## src/rtl/baud_sel_pkg.sv

```systemverilog
package baud_sel_pkg;

    localparam int unsigned SEL_W = 4;
    localparam int unsigned N_INT = 14;
    localparam logic [SEL_W-1:0] SEL_PIN16 = 4'hE;
    localparam logic [SEL_W-1:0] SEL_PIN1  = 4'hF;

    typedef enum logic [1:0] {
        ST_LOAD = 2'd0,
        ST_DIV  = 2'd1,
        ST_PIN  = 2'd2
    } src_state_t;

    // Baud rate assigned to each internal code.
    function automatic int unsigned code_baud(input logic [SEL_W-1:0] code);
        int unsigned b;
        unique case (code)
            4'd0:    b = 300;
            4'd1:    b = 600;
            4'd2:    b = 1200;
            4'd3:    b = 2400;
            4'd4:    b = 4800;
            4'd5:    b = 9600;
            4'd6:    b = 19200;
            4'd7:    b = 38400;
            4'd8:    b = 110;
            4'd9:    b = 2000;
            4'd10:   b = 1800;
            4'd11:   b = 150;
            4'd12:   b = 75;
            4'd13:   b = 50;
            default: b = 9600;
        endcase
        return b;
    endfunction

    // Rounded divisor from the reference to the 16x strobe.
    function automatic int unsigned code_divisor(input int unsigned ref_hz,
                                                 input logic [SEL_W-1:0] code);
        int unsigned b;
        b = code_baud(code);
        return ((ref_hz / 16) + (b / 2)) / b;
    endfunction

endpackage

```

## src/rtl/baud_div.sv

```systemverilog
module baud_div #(
    parameter int unsigned DIV_W = 13
) (
    input  logic             clk,
    input  logic             rst,
    input  logic             load,
    input  logic             run,
    input  logic [DIV_W-1:0] div,
    output logic             hit
);

    logic [DIV_W-1:0] cnt;

    assign hit = run && (cnt == '0);

    always_ff @(posedge clk) begin
        if (rst) begin
            cnt <= '0;
        end else if (load) begin
            cnt <= div - 1'b1;
        end else if (run) begin
            if (cnt == '0) begin
                cnt <= div - 1'b1;
            end else begin
                cnt <= cnt - 1'b1;
            end
        end
    end

endmodule

```

## src/rtl/pin_rise.sv

```systemverilog
module pin_rise #(
    parameter int unsigned SYNC_STAGES = 2
) (
    input  logic clk,
    input  logic rst,
    input  logic pin,
    output logic rise
);

    logic [SYNC_STAGES-1:0] sync_q;
    logic                   prev_q;

    // Reset to ones so a pin held high through reset makes no edge.
    always_ff @(posedge clk) begin
        if (rst) begin
            sync_q <= '1;
            prev_q <= 1'b1;
        end else begin
            sync_q <= {sync_q[SYNC_STAGES-2:0], pin};
            prev_q <= sync_q[SYNC_STAGES-1];
        end
    end

    assign rise = sync_q[SYNC_STAGES-1] & ~prev_q;

endmodule

```

## src/rtl/baud_dir.sv

```systemverilog
module baud_dir
    import baud_sel_pkg::*;
#(
    parameter int unsigned REF_HZ      = 3686400,
    parameter int unsigned DIV_W       = 13,
    parameter int unsigned SYNC_STAGES = 2
) (
    input  logic             clk,
    input  logic             rst,
    input  logic [SEL_W-1:0] sel,
    input  logic             pin,
    output logic             tick,
    output logic             mode_1x
);

    localparam int unsigned IDX_W = $clog2(N_INT);

    src_state_t       state_q;
    src_state_t       state_d;
    logic [SEL_W-1:0] sel_q;
    logic             sel_chg;
    logic             is_pin;
    logic             tick_q;
    logic             tick_d;
    logic             hit;
    logic             rise;
    logic [DIV_W-1:0] div_val;
    logic [DIV_W-1:0] div_tab [N_INT];

    for (genvar i = 0; i < N_INT; i++) begin : g_tab
        assign div_tab[i] = DIV_W'(code_divisor(REF_HZ, SEL_W'(i)));
    end

    always_comb begin
        if (sel_q < SEL_W'(N_INT)) begin
            div_val = div_tab[sel_q[IDX_W-1:0]];
        end else begin
            div_val = '0;
        end
    end

    assign sel_chg = (sel != sel_q);
    assign is_pin  = (sel_q >= SEL_PIN16);

    baud_div #(.DIV_W(DIV_W)) div_i (
        .clk  (clk),
        .rst  (rst),
        .load (state_q == ST_LOAD),
        .run  (state_q == ST_DIV),
        .div  (div_val),
        .hit  (hit)
    );

    pin_rise #(.SYNC_STAGES(SYNC_STAGES)) pin_i (
        .clk  (clk),
        .rst  (rst),
        .pin  (pin),
        .rise (rise)
    );

    // State register
    always_ff @(posedge clk) begin
        if (rst) begin
            state_q <= ST_LOAD;
            sel_q   <= '0;
            tick_q  <= 1'b0;
        end else begin
            state_q <= state_d;
            sel_q   <= sel;
            tick_q  <= tick_d;
        end
    end

    // Next state
    always_comb begin
        state_d = state_q;
        if (sel_chg) begin
            state_d = ST_LOAD;
        end else begin
            unique case (state_q)
                ST_LOAD: state_d = is_pin ? ST_PIN : ST_DIV;
                ST_DIV:  state_d = ST_DIV;
                ST_PIN:  state_d = ST_PIN;
                default: state_d = ST_LOAD;
            endcase
        end
    end

    // Outputs
    always_comb begin
        unique case (state_q)
            ST_LOAD: tick_d = 1'b0;
            ST_DIV:  tick_d = hit;
            ST_PIN:  tick_d = rise;
            default: tick_d = 1'b0;
        endcase
    end

    assign tick    = tick_q;
    assign mode_1x = (sel_q == SEL_PIN1);

endmodule

```

## src/rtl/baud_clk_sel.sv

```systemverilog
module baud_clk_sel
    import baud_sel_pkg::*;
#(
    parameter int unsigned REF_HZ      = 3686400,
    parameter int unsigned DIV_W       = 13,
    parameter int unsigned SYNC_STAGES = 2
) (
    input  logic       clk,
    input  logic       rst,
    input  logic [3:0] rx_sel,
    input  logic [3:0] tx_sel,
    input  logic       rx_ext,
    input  logic       tx_ext,
    output logic       rx_tick,
    output logic       tx_tick,
    output logic       rx_1x,
    output logic       tx_1x
);

    localparam int unsigned N_DIR = 2;

    logic [SEL_W-1:0] sel_a  [N_DIR];
    logic             pin_a  [N_DIR];
    logic             tick_a [N_DIR];
    logic             x1_a   [N_DIR];

    assign sel_a[0] = rx_sel;
    assign sel_a[1] = tx_sel;
    assign pin_a[0] = rx_ext;
    assign pin_a[1] = tx_ext;

    for (genvar d = 0; d < N_DIR; d++) begin : g_dir
        baud_dir #(
            .REF_HZ      (REF_HZ),
            .DIV_W       (DIV_W),
            .SYNC_STAGES (SYNC_STAGES)
        ) dir_i (
            .clk     (clk),
            .rst     (rst),
            .sel     (sel_a[d]),
            .pin     (pin_a[d]),
            .tick    (tick_a[d]),
            .mode_1x (x1_a[d])
        );
    end

    assign rx_tick = tick_a[0];
    assign tx_tick = tick_a[1];
    assign rx_1x   = x1_a[0];
    assign tx_1x   = x1_a[1];

endmodule

```

## config.mk

```make
export PLATFORM = sky130hd
export DESIGN_NAME = baud_clk_sel
export DESIGN_NICKNAME = d
export VERILOG_FILES = /design/src/rtl/baud_sel_pkg.sv /design/src/rtl/baud_div.sv /design/src/rtl/pin_rise.sv /design/src/rtl/baud_dir.sv /design/src/rtl/baud_clk_sel.sv
export SDC_FILE = /design/constraint.sdc
export NUM_CORES = 1
export LEC_CHECK = 0
export ABC_AREA = 1
export CAP_MARGIN = 10
export CORE_MARGIN = 2
export CORE_UTILIZATION = 55
export CTS_CLUSTER_DIAMETER = 150
export DETAILED_ROUTE_END_ITERATION = 10
export GPL_TIMING_DRIVEN = 0
export PLACE_DENSITY = 0.76
export SLEW_MARGIN = 10
export SYNTH_ARGS = -nofsm -noshare
export SYNTH_HDL_FRONTEND = slang
export SYNTH_HIERARCHICAL = 1
export SYNTH_SLANG_ARGS = --single-unit
```

## constraint.sdc

```tcl
create_clock -name clk -period 2.3 [get_ports clk]
set_clock_uncertainty 0.2 [all_clocks]
set_input_delay 0.345 -clock clk [delete_from_list [all_inputs] [get_ports clk]]
set_output_delay 0.345 -clock clk [all_outputs]
set_load 0.01 [all_outputs]
```

Yosys cells after proc, flatten, opt, wreduce, memory -nomap -nowiden
Memories as Yosys holds them, arrays and structs flattened.
Cells that the tools add are included.
- $add $sub $neg: 4
- muxes and demuxes: 18
- $lt $le $gt $ge: 6
- bitwise logic cells: 6
- reductions and logical operators: 10
- equal/unequal tests: 8
- operators by type and width (kind ; number):
    13-bit 2-to-1 mux ; 12
    13-bit by 1-bit subtractor with 13-bit output, second input constant ; 4
    13-bit zero test ; 2
    2-bit case mux with 3 select lines ; 2
    5-bit >= comparator, second input constant ; 2
    4-bit NOT with 5-bit output ; 2
    4-bit == test, second input constant ; 2
    4-bit >= comparator, second input constant ; 2
    4-bit < comparator, second input constant ; 2
    4-bit != test ; 2
    2-bit by 1-bit == test with 1-bit output, second input constant ; 2
    2-bit == test, second input constant ; 2
    2-bit zero test ; 2
    2-bit 2-to-1 mux ; 2
    1-bit case mux with 2 select lines ; 2
    2-bit nonzero test ; 2
    2-bit OR reduction ; 2
    1-bit AND ; 2
    1-bit logical AND ; 2
    1-bit NOT ; 2
- register bits: 46
- bits in read-only memories: 416
- output and inout port bits: 4
- word-level logic and storage cells: 66
- memories: 2
- memories (name ; depth ; width ; rd ports ; clocked after memory_dff ; wr ports ; line ; source):
    (name not given) ; 16 ; 13 ; 1 ; 0 ; 0 ; baud_dir.sv:36 ; div_val = div_tab[sel_q[IDX_W-1:0]];
    (name not given) ; 16 ; 13 ; 1 ; 0 ; 0 ; baud_dir.sv:36 ;

Logic depth before layout (Yosys ltp)
- word-level depth: 9
- gate-level depth with buffers: 16
- mapped depth without buffers: 16

By module
Netlist, hierarchy kept.
- by module, submodules not included (module ; times used ; area an instance (um2) ; cells an instance ; sequential area each (um2)):
    baud_div ; 2 ; 1227.4 ; 215 ; 260.2
    baud_dir at g_dir[0].dir_i ; 1 ; 613.1 ; 103 ; 140.1
    baud_dir at g_dir[1].dir_i ; 1 ; 594.3 ; 103 ; 140.1
    pin_rise ; 2 ; 92.6 ; 11 ; 60.1

Worst setup path before layout
Ideal clock, no wire load.
- path type: register -> register
- from: register g_dir[0].dir_i.sel_q[1]
- to: register g_dir[0].dir_i.div_i.cnt[8]
- path slack: 73 ps
- arrival: 1895 ps
- required time: 1968 ps
- stages on the path, launching flop included: 15
- setup time: 132 ps
- clock period less this slack: 2227 ps
- path through: dfxtp_1 -> buf_2 -> inv_1 -> ha_1 -> inv_1 -> nor2_1 -> o21ai_0 -> inv_1 -> nor2_1 -> nand2_1 -> nor2_1 -> xor2_1 -> nand2_1 -> nand2_1 -> a21oi_2
- longest elaborated chain between the ends: 9
- elaborated cells between the ends (all ways): 10
- classes of those cells: 1 x add/sub; 1 x order compare; 6 x mux; 1 x bitwise; 1 x memory
- RTL lines (what ; line ; source):
    start, declared ; baud_dir.sv:20 ; logic [SEL_W-1:0] sel_q;
    start signal, assigned ; baud_dir.sv:69 ; sel_q <= sel;
    4-bit NOT with 5-bit output (not written as such) ; baud_dir.sv:36 ;
    memory 16 x 13 bit ; -- ;
    13-bit 2-to-1 mux (not written as such) (2 in series) ; baud_dir.sv:36 ;
    13-bit 2-to-1 mux * ; baud_dir.sv:35 ; if (sel_q < SEL_W'(N_INT)) begin
    named net g_dir[0].dir_i.div_val[3] ; baud_dir.sv:27 ; logic [DIV_W-1:0] div_val;
    13-bit by 1-bit subtractor with 13-bit output * ; baud_div.sv:20, baud_div.sv:23 ;
    13-bit 2-to-1 mux ; baud_div.sv:22 ; if (cnt == '0) begin
    13-bit 2-to-1 mux ; baud_div.sv:21 ; end else if (run) begin
    13-bit 2-to-1 mux * ; baud_div.sv:19 ; end else if (load) begin
    end signal, assigned ; baud_div.sv:20 ; cnt <= div - 1'b1;
    end signal, assigned ; baud_div.sv:23 ; cnt <= div - 1'b1;
    end signal, assigned ; baud_div.sv:25 ; cnt <= cnt - 1'b1;
    end, declared ; baud_div.sv:12 ; logic [DIV_W-1:0] cnt;
The timed path passes the listed nets; every way through them passes the cells marked *. The select of a mux whose other input is x is not followed.
A chain may end at the register's enable or synchronous reset.

Final worst setup path
- from: register g_dir[1].dir_i.sel_q[1]
- to: output tx_1x
- longest elaborated chain between the ends: 1
- RTL lines (what ; line ; source):
    start, declared ; baud_dir.sv:20 ;
    start signal, assigned ; baud_dir.sv:69 ;
    4-bit == test ; baud_dir.sv:100 ; assign mode_1x = (sel_q == SEL_PIN1);
    end, declared ; baud_clk_sel.sv:17 ; output logic tx_1x
Every way passes these cells.

==> out/results.md <==
### Global route
• **via count of the first global-routing pass** 3432
• **maximum number of pins on one net before global-route repair** 19
• **total congestion overflow after global routing** 0
• **combined global-route utilization of all metal layers** 0.236
• **number of antenna violations at the first check in global routing** 0
• **first-pass GRT wire length** 14.8 mm

### Synth
• **syn avg cell area** 5.85 sq um
• **leading cell types by count after synthesis** sky130_fd_sc_hd__nand2_1, sky130_fd_sc_hd__inv_1, sky130_fd_sc_hd__nor2_1, sky130_fd_sc_hd__dfxtp_1, sky130_fd_sc_hd__nand3_1
• **post-synthesis cell type with the largest combined area** sky130_fd_sc_hd__dfxtp_1
• **synthesized instance count** 658
• **Seq/Total Area, Yosys** 0.239
• **most numerous cell in the Yosys netlist** sky130_fd_sc_hd__nand2_1
• **Syn Nets** 690
• **register bit count reported by yosys** 46
• **share of synthesized registers carrying an async set or reset** 0
• **dominant synthesized flop cell** sky130_fd_sc_hd__dfxtp_1
• **Post-Syn Area** 3850 sq um
• **post-synth top area share** 0.239
• **Distinct cells, synth** 28
• **YS warnings** 6
• **EDFF count, synth** 0
• **ranking of synthesized cells by area** sky130_fd_sc_hd__dfxtp_1, sky130_fd_sc_hd__nand2_1, sky130_fd_sc_hd__inv_1

### Route
• **final routed wirelength across all metal layers** 8.74 mm
• **Initial DRT Pass Iterations** 5
• **Via Count** 3954
• **final routed wire length divided by cell count** 11.1 um
• **via-per-instance ratio** 5.02
• **detailed-route DRC error count** 0
• **detailed router's first-iteration violation count** 191
• **number of nets with antenna violations after detailed routing** 0

### Layout
• **fraction of layout cells with a size suffix above 1** 0.129
• **Post-Layout Cell Count** 787
• **area used by sequential logic in the layout** 928 sq um
• **Multi-input gate area** 2480 sq um
• **Area Growth Syn to Fin** 14.2%
• **Final Net Count** 722
• **number of filler cells placed in the layout** 648
• **antenna fix cells** 0

### Worst setup path
• **path type of the worst setup path** flip-flop to output pin
• **crit path launch type** flip-flop
• **Crit Path Max Fanout** 3
• **critical path arrival** 1.66 ns
• **sort of element at the end of the critical path** output pin
• **required time at the worst-slack endpoint** 1.75 ns

### Timing
• **Max-slew headroom** 0.471
• **top achievable clock speed** 0.453 GHz
• **RSZ-0062 raised after global routing** true
• **pins over their slew limit** 0
• **final period utilization** 0.960
• **Slew @ Worst Pin** 0.791 ns
• **final-report hold violation count** 0
• **worst hold-check slack** 0.213 ns
• **final setup fails** 0
• **fin crit period** 2.21 ns

### Worst hold path
• **Worst Hold Class** flip-flop to flip-flop

### Placed design
• **detailed placer's ending HPWL** 6.63 mm
• **RePlAce Congestion** 0.901
• **Buffers on Ports** 15
• **placed cell count** 769

### Status
• **result of the run** completed

### Floorplanning
• **Core Region** 6790 sq um
• **die outline area** 7680 sq um
• **chip height** 87.6 um
• **starting density of the core** 0.566
• **total I/O pin count** 16
• **number of core rows** 30
• **horizontal extent of the die** 87.6 um

### Power and ir drop
• **Lkg Pwr** 2.20 nW
• **Worst IR Drop VDD** 0.379 mV
• **power density normalized to cell area** 536 nW/um^2

### Clock network
• **cts bufs inserted** 5
• **post-CTS clock slew at the launch and capture registers of the worst setup and hold paths** 0.09 ns
• **Max Buffers Root-to-Sink** 2
• **Clock Root Buffer** sky130_fd_sc_hd__clkbuf_8
• **TritonCTS clock tree** done
• **Clk Latency, worst-skew pair** 0.31 ns
• **CTS H-tree lvls** 2
• **total number of clock tree sinks** 46

### Run
• **number of maximum-capacitance constraint violations** 0

worst max-delay path, cell delays in order, from the launching register on:
cell and delay, ns:
sky130_fd_sc_hd__dfxtp_2 0.36, sky130_fd_sc_hd__buf_4 0.10, sky130_fd_sc_hd__ha_1 0.17, sky130_fd_sc_hd__inv_1 0.08, sky130_fd_sc_hd__nor2_1 0.11, sky130_fd_sc_hd__clkdlybuf4s50_1 0.54
stage by stage:
stage	power (mW)	utilization	setup slack [ns]	cell area [sq um]	setup TNS [ns]
floorplan	1.58	-	0.0727	3850	0
global placement	1.73	0.606	-0.251	4120	-1.18
detailed placement	1.75	0.606	-0.291	4120	-1.54
CTS	2.33	0.628	0.00407	4270	0
global route	2.54	0.647	-0.0307	4390	-0.149
finish	2.36	0.647	0.0923	4390	0
per-layer routing:
metal	vias up	track usage	wire, um
met3	9	0.0396	314
met2	77	0.394	4090
met5	-	0	0
li1	2087	-	-
met4	0	0.0531	95
met1	1781	0.320	4230
final timing paths:
kind,start,endpoint,slack [ns],cells after the start
setup / recovery,g_dir[1].dir_i/sel_q[1],tx_1x,0.09,5
hold / removal,g_dir[1].dir_i/pin_i/sync_q[0],g_dir[1].dir_i/pin_i/sync_q[1],0.21,2
setup reg to reg,g_dir[1].dir_i/sel_q[1],g_dir[1].dir_i/div_i/cnt[7],0.10,12
hold reg to reg,g_dir[1].dir_i/pin_i/sync_q[0],g_dir[1].dir_i/pin_i/sync_q[1],0.21,2
cell families (layout without fill, tap and decap cells):
group,count (synthesis),count (layout),synth area share
and+or+nand+nor,354,354,0.381
buffers and inverters,130,163,0.138
AOI/OAI and AO/OA,87,87,0.128
adders and majority gates,20,20,0.0650
DFF,46,46,0.239
xor gates and xnor gates,21,21,0.0478
flip-flops by register name (all words and copies together) (netlist names):
signal                    flops
g_dir.dir_i/tick              2
g_dir.dir_i/sel_q             8
g_dir.dir_i/state_q           4
g_dir.dir_i/pin_i/prev_q      2
g_dir.dir_i/div_i/cnt        26
g_dir.dir_i/pin_i/sync_q      4
power breakdown:
part / total [mW] / switching (mW) / internal, mW
clock: 0.551 / 0.323 / 0.228
sequential: 0.947 / 0.0800 / 0.867
combinational: 0.858 / 0.526 / 0.332
total: 2.36 / 0.929 / 1.43
timing repair:
item / in CTS / in global routing
setup endpoints to repair: 12 / 18
hold buffers: 0 / 0
gates resized for setup: 14 / 24
pin swaps: 3 / 9
gates cloned: 0 / 0
buffers inserted: 2 / 8
area by class of cell:
type | instances | area share
clock inverter | 3 | 0.00655
tap | 96 | 0.0273
multi-input combinational | 482 | 0.563
timing repair buffer | 25 | 0.0513
buffer | 15 | 0.0256
sequential | 46 | 0.211
clock buffer | 5 | 0.0157
inverter | 115 | 0.0988
cell usage in the layout (no fill, tap or decap), types with 2 or more instances in the layout:
master	instances
sky130_fd_sc_hd__clkdlybuf4s50_1	15
sky130_fd_sc_hd__a21oi_1	28
sky130_fd_sc_hd__inv_1	108
sky130_fd_sc_hd__nor2_2	16
sky130_fd_sc_hd__nor2_1	96
sky130_fd_sc_hd__clkbuf_1	6
sky130_fd_sc_hd__a21oi_2	13
sky130_fd_sc_hd__inv_2	6
sky130_fd_sc_hd__nand2_1	177
sky130_fd_sc_hd__nand2_4	2
sky130_fd_sc_hd__nand2_2	9
sky130_fd_sc_hd__ha_1	19
sky130_fd_sc_hd__nand3_1	39
sky130_fd_sc_hd__xnor2_1	13
sky130_fd_sc_hd__dfxtp_1	40
sky130_fd_sc_hd__clkbuf_8	5
sky130_fd_sc_hd__o21bai_1	2
sky130_fd_sc_hd__o21ai_1	3
sky130_fd_sc_hd__a31oi_1	4
sky130_fd_sc_hd__nor2_4	7
sky130_fd_sc_hd__buf_4	12
sky130_fd_sc_hd__xor2_1	8
sky130_fd_sc_hd__nand4_1	4
sky130_fd_sc_hd__dfxtp_2	6
sky130_fd_sc_hd__o21ai_0	35
sky130_fd_sc_hd__nor4_1	3
sky130_fd_sc_hd__buf_6	6
Power figures use the tool's default switching activity.
